**src/rtl/jps_pkg.sv**
```systemverilog
package jps_pkg;

  typedef enum logic [1:0] {
    MODE_IDLE = 2'd0,
    MODE_LOAD = 2'd1,
    MODE_READ = 2'd2
  } jps_mode_e;

  // Next byte address inside a page of 'limit' bytes, wrapping to zero.
  function automatic int unsigned wrap_inc(int unsigned a, int unsigned limit);
    return (a + 1 >= limit) ? 0 : a + 1;
  endfunction

  // Map an instruction value onto the block's operating mode.
  function automatic jps_mode_e decode_mode(int unsigned ir, int unsigned load_code,
                                            int unsigned read_code);
    if (ir == load_code) return MODE_LOAD;
    if (ir == read_code) return MODE_READ;
    return MODE_IDLE;
  endfunction

endpackage

```
**src/rtl/jps_bit_counter.sv**
```systemverilog
module jps_bit_counter #(
  parameter int DATA_W = 8,
  localparam int CNT_W = $clog2(DATA_W)
) (
  input  logic clk,
  input  logic rst_n,
  input  logic clear,
  input  logic step,
  output logic byte_done
);
  logic [CNT_W-1:0] cnt;

  always_ff @(posedge clk or negedge rst_n) begin
    if (!rst_n)     cnt <= '0;
    else if (clear) cnt <= '0;
    else if (step)  cnt <= cnt + 1'b1;
  end

  assign byte_done = step && (cnt == CNT_W'(DATA_W - 1));
endmodule

```
**src/rtl/jps_addr_seq.sv**
```systemverilog
module jps_addr_seq
  import jps_pkg::*;
#(
  parameter int PAGE_BYTES = 128,
  localparam int ADDR_W = $clog2(PAGE_BYTES)
) (
  input  logic              clk,
  input  logic              rst_n,
  input  logic              clear,
  input  logic              advance,
  output logic [ADDR_W-1:0] addr
);
  always_ff @(posedge clk or negedge rst_n) begin
    if (!rst_n)       addr <= '0;
    else if (clear)   addr <= '0;
    else if (advance) addr <= ADDR_W'(wrap_inc(32'(addr), PAGE_BYTES));
  end
endmodule

```
**src/rtl/jps_shifter.sv**
```systemverilog
module jps_shifter #(
  parameter int DATA_W = 8
) (
  input  logic              clk,
  input  logic              rst_n,
  input  logic              clear,
  input  logic              shift_en,
  input  logic              ser_in,
  input  logic              load_en,
  input  logic [DATA_W-1:0] load_val,
  output logic [DATA_W-1:0] q
);
  always_ff @(posedge clk or negedge rst_n) begin
    if (!rst_n)        q <= '0;
    else if (clear)    q <= '0;
    else if (load_en)  q <= load_val;
    else if (shift_en) q <= {ser_in, q[DATA_W-1:1]};
  end
endmodule

```
**src/rtl/jtag_page_stream.sv**
```systemverilog
module jtag_page_stream
  import jps_pkg::*;
#(
  parameter int unsigned LOAD_CODE  = 6,
  parameter int unsigned READ_CODE  = 7,
  parameter int          IR_W       = 4,
  parameter int          DATA_W     = 8,
  parameter int          PAGE_BYTES = 128,
  localparam int         ADDR_W     = $clog2(PAGE_BYTES)
) (
  input  logic              tck,
  input  logic              rst_n,
  input  logic [IR_W-1:0]   ir_code,
  input  logic              shift_dr,
  input  logic              tdi,
  output logic              tdo,
  output logic [ADDR_W-1:0] buf_addr,
  output logic [DATA_W-1:0] buf_wdata,
  output logic              buf_we,
  input  logic [DATA_W-1:0] buf_rdata
);
  // Mode decode and named internal events
  jps_mode_e   mode;
  logic        load_sel, read_sel, active, read_mode, load_mode;
  logic        byte_done, store_evt, fetch_evt, sr_msb;
  logic [ADDR_W-1:0] addr_now;
  logic [DATA_W-1:0] sr_q, assembled;

  assign mode      = decode_mode(32'(ir_code), LOAD_CODE, READ_CODE);
  assign load_sel  = (mode == MODE_LOAD);
  assign read_sel  = (mode == MODE_READ);
  assign active    = shift_dr && (load_sel || read_sel);
  assign load_mode = active && load_sel;
  assign read_mode = active && read_sel;
  assign store_evt = load_mode && byte_done;
  assign fetch_evt = read_mode && byte_done;

  jps_bit_counter #(.DATA_W(DATA_W)) bit_cnt_i (
    .clk(tck), .rst_n(rst_n), .clear(!active), .step(active), .byte_done(byte_done)
  );

  jps_addr_seq #(.PAGE_BYTES(PAGE_BYTES)) addr_i (
    .clk(tck), .rst_n(rst_n), .clear(!active), .advance(active && byte_done),
    .addr(addr_now)
  );

  // Zeros enter in read mode so TDI has no effect there.
  jps_shifter #(.DATA_W(DATA_W)) sr_i (
    .clk(tck), .rst_n(rst_n), .clear(!active), .shift_en(active),
    .ser_in(load_sel ? tdi : 1'b0), .load_en(fetch_evt), .load_val(buf_rdata),
    .q(sr_q)
  );

  assign assembled = {tdi, sr_q[DATA_W-1:1]};
  assign sr_msb    = sr_q[DATA_W-1];
  assign tdo       = sr_q[0];

  // Write stage: one registered strobe per completed byte
  logic              we_q;
  logic [DATA_W-1:0] wdata_q;
  logic [ADDR_W-1:0] waddr_q;

  always_ff @(posedge tck or negedge rst_n) begin
    if (!rst_n) begin
      we_q    <= 1'b0;
      wdata_q <= '0;
      waddr_q <= '0;
    end else begin
      we_q <= store_evt;
      if (store_evt) begin
        wdata_q <= assembled;
        waddr_q <= addr_now;
      end
    end
  end

  assign buf_we    = we_q;
  assign buf_wdata = wdata_q;
  assign buf_addr  = we_q ? waddr_q : addr_now;
endmodule

```
**config.mk**
```make
export PLATFORM = sky130hd
export DESIGN_NAME = jtag_page_stream
export DESIGN_NICKNAME = d
export VERILOG_FILES = /design/src/rtl/jps_pkg.sv /design/src/rtl/jps_bit_counter.sv /design/src/rtl/jps_addr_seq.sv /design/src/rtl/jps_shifter.sv /design/src/rtl/jtag_page_stream.sv
export SDC_FILE = /design/constraint.sdc
export NUM_CORES = 1
export LEC_CHECK = 0
export BUFFER_PORTS_ARGS = -buffer_cell sky130_fd_sc_hd__buf_4
export CORE_ASPECT_RATIO = 0.75
export CORE_MARGIN = 1
export CORE_UTILIZATION = 53
export DETAILED_ROUTE_END_ITERATION = 16
export PLACE_DENSITY = 0.78
export SETUP_SLACK_MARGIN = 0.5
export SKIP_CTS_REPAIR_TIMING = 1
export SYNTH_ARGS = -nofsm -noshare
export SYNTH_HDL_FRONTEND = slang
export SYNTH_SLANG_ARGS = --single-unit
```
**constraint.sdc**
```tcl
create_clock -name tck -period 2.3 [get_ports tck]
set_input_delay 0.345 -clock tck [delete_from_list [all_inputs] [get_ports tck]]
set_output_delay 0.345 -clock tck [all_outputs]
set_load 0.005 [all_outputs]
```
==> metrics <==
status=finished, violations left; failing checks=hold timing; hold crit path type=primary input to asynchronous set/reset pin; post-synth cell types=27; Critical Path, Cell by Cell=mux2_2, buf_4; core area=2700 µm²; I/O Pins=33; Post-Syn Nets=146; reg2reg setup slack=660 ps; mux contribution to synthesized area=18.8%; Worst Tran Pin Value=424 ps; grt total ovfl=0; Final Wtd Congestion=0.804; die height=49.0 µm; largest area contributor in the netlist=dfrtp_1; total number of vias=1123; CP Max Fanout=8; Initial Utilization=57.7%; CTS sink cnt=34; register area share after synthesis=54.6%; peak per-stage delay on the critical path=530 ps; Adder-Cell Fraction of Synth Area=2.41%; row count=16; DR pass1 iterations=4; Yosys reg bits=34; combinational group share of total power=3.9%; asr flop ratio synth=100%; power share of the clock group=41.2%; share of post-route cells with drive strength above 1=41.5%; ant diodes=0; Worst R2R Path Depth=6; PortBufs=32; DRT iter0 DRCs=52; total routed wirelength=2970 µm; Worst EP required=1960 ps; gr usage total=21.6%; die area=3160 µm²; Final Cell Area=1930 µm²; cell with the most instances after synthesis=dfrtp_1; Critical Path End=buf_addr[5]; post-synthesis compound-gate area fraction=6.82%; Sw Share=21.2%; Num CTS Buffers=5; crit path buf inv count=1; Antenna Violating Nets Remaining=0; reg2reg end=addr_i.addr[6]; Final Cycle Share=72.9%; vias per cell=5.62; post-synth top area share=54.6%; Sw Pwr=0.231 mW; top_reg_cell synth=dfrtp_1; CP endpoint kind=output pin; Crit path depth=2; vias in the first global route=1054; WL/cell=14.9 µm; first-pass GRT wire length=5020 µm; chip width=64.6 µm; Max Cap Viol=0; area share of and/or/nand/nor cells after synthesis=13.0%; Setup crit start kind=flip-flop; post-synthesis instance total=127; Remaining DRCs=0; Slowest cell on crit path=dfrtp_1; critical path startpoint=buf_we; Tot Pwr=1.09 mW; Cell Area, Placed=1830 µm²; setup violators final=0; fin nets=182; combinational family with the most area after synthesis=multiplexers; TNS Setup=0 ps; initial antenna violation count=0; f_max=0.596 GHz; Arr. time, crit path=1330 ps; Post-DP HPWL=1950 µm; Crit Reg-Reg Startpoint=bit_cnt_i.cnt[0]; Max VDD drop=0.378 mV; Top Family by Delay on Critical Path=flip-flops; Slew Viols, Final=0; Synth Area in XOR/XNOR=1.12%; clk buf depth=2; Area Overhead vs Synth=23.5%; largest net degree at the start of global routing=35; RSZ-0062 raised after global routing=false; cell internal pwr=0.859 mW; Cell Pwr Density=566 nW/µm²; top post-synthesis cells by count=34 x dfrtp_1, 14 x a21oi_1, 14 x mux2_2, 11 x nand2_1, 11 x nand3_1; final hold viol count=20; clock-pin transition on the worst setup and hold timing paths=70 ps; Leakage=0.933 nW; syn avg cell area=12.3 µm²; Mapped Area=1560 µm²; EDFF count, synth=0; minimum clock period=1680 ps; Yosys warnings=0; clk_lat worst skew=290 ps; worst rel slew slack=71.7%; sequential power share=55.0%; TritonCTS clock tree=done; WS Path Type=flip-flop to output pin; Fin Hold WS=-7.62 ps; clk root buf=clkbuf_8; H-tree level count=2; skew final=4.79 ps; dominant cells by area after synthesis=dfrtp_1 55%, mux2_2 10%, mux2_4 8.7%
sequential cells by signal, summed over array words and instances, names as in the netlist:
register	cells
bit_cnt_i.cnt	3
waddr_q	7
buf_wdata	8
addr_i.addr	7
sr_i.q	8
buf_we	1
cell usage in the layout, fill, tap and decap left out, drive strengths merged:
master,n
buf,36
dfrtp,34
mux2,23
a21oi,14
nand3,11
nand2,11
clkbuf,7
nor2,5
inv,3
ha,3
nand2b,2
nand4,2
o211ai,2
nand4b,1
nor3b,1
o31ai,1
or4,1
o21ai,1
or3,1
and3,1
a311oi,1
xor2,1
xnor2,1
clkinv,1
metrics by stage:
stage / utilization, % / hold slack, ps / instances / worst slack (ps)
after floorplan: - / 49.4 / 127 / 593
after global placement: 67.9 / 310 / 192 / 753
after detailed placement: 67.9 / 310 / 192 / 688
after CTS: 71.3 / -0.630 / 200 / 613
after global routing: 71.3 / 17.6 / 200 / 551
final: 71.3 / -7.62 / 200 / 622
kinds of logic after synthesis:
| logic type | after synthesis |
|---|---|
| simple gates | 36 |
| mux | 23 |
| buf+inv | 10 |
| flops | 34 |
| fa+ha+maj | 3 |
| xor+xnor | 2 |
| compound gates | 19 |
worst min path at each step:
stage,from,endpoint,cells after the start
after floorplan,rst_n,addr_i.addr[0],0
after global placement,rst_n,buf_we,1
after detailed placement,rst_n,waddr_q[5],1
after CTS,rst_n,waddr_q[4],1
after global routing,rst_n,waddr_q[5],1
final,rst_n,waddr_q[5],1
area by class of cell:
class,count,area (µm²)
tap,36,45.0
timing repair buffer,36,270
fill,192,777
clock inverter,1,5.00
inverter,3,11.3
sequential,34,851
multi-input combinational,83,657
clock buffer,7,86.3
power by group through the flow:
stage	clock network, mW	logic, mW	registers (mW)
2_1_floorplan	0	0.00709	0.610
4_1_cts	0.458	0.0429	0.599
6_report	0.449	0.0425	0.599
3_5_place_dp	0	0.0426	0.610
3_3_place_gp	0	0.0419	0.610
5_1_grt	0.480	0.0466	0.599
routing by layer:
metal | global-route usage [%] | vias up | share of wire (%)
li1 | - | 524 | -
met3 | 6.54 | 5 | 4.3
met1 | 29.2 | 563 | 45
met4 | 6.67 | 0 | 1.2
met5 | 0 | - | 0
met2 | 33.3 | 31 | 49
worst register-to-register path, stage by stage, from the launching register on:
cell and delay (ps):
dfrtp_1 360, ha_1 160, ha_1 160, buf_4 220, nand2_1 90, or4_1 400, a21oi_1 180
(Power assumes the default switching activity.)
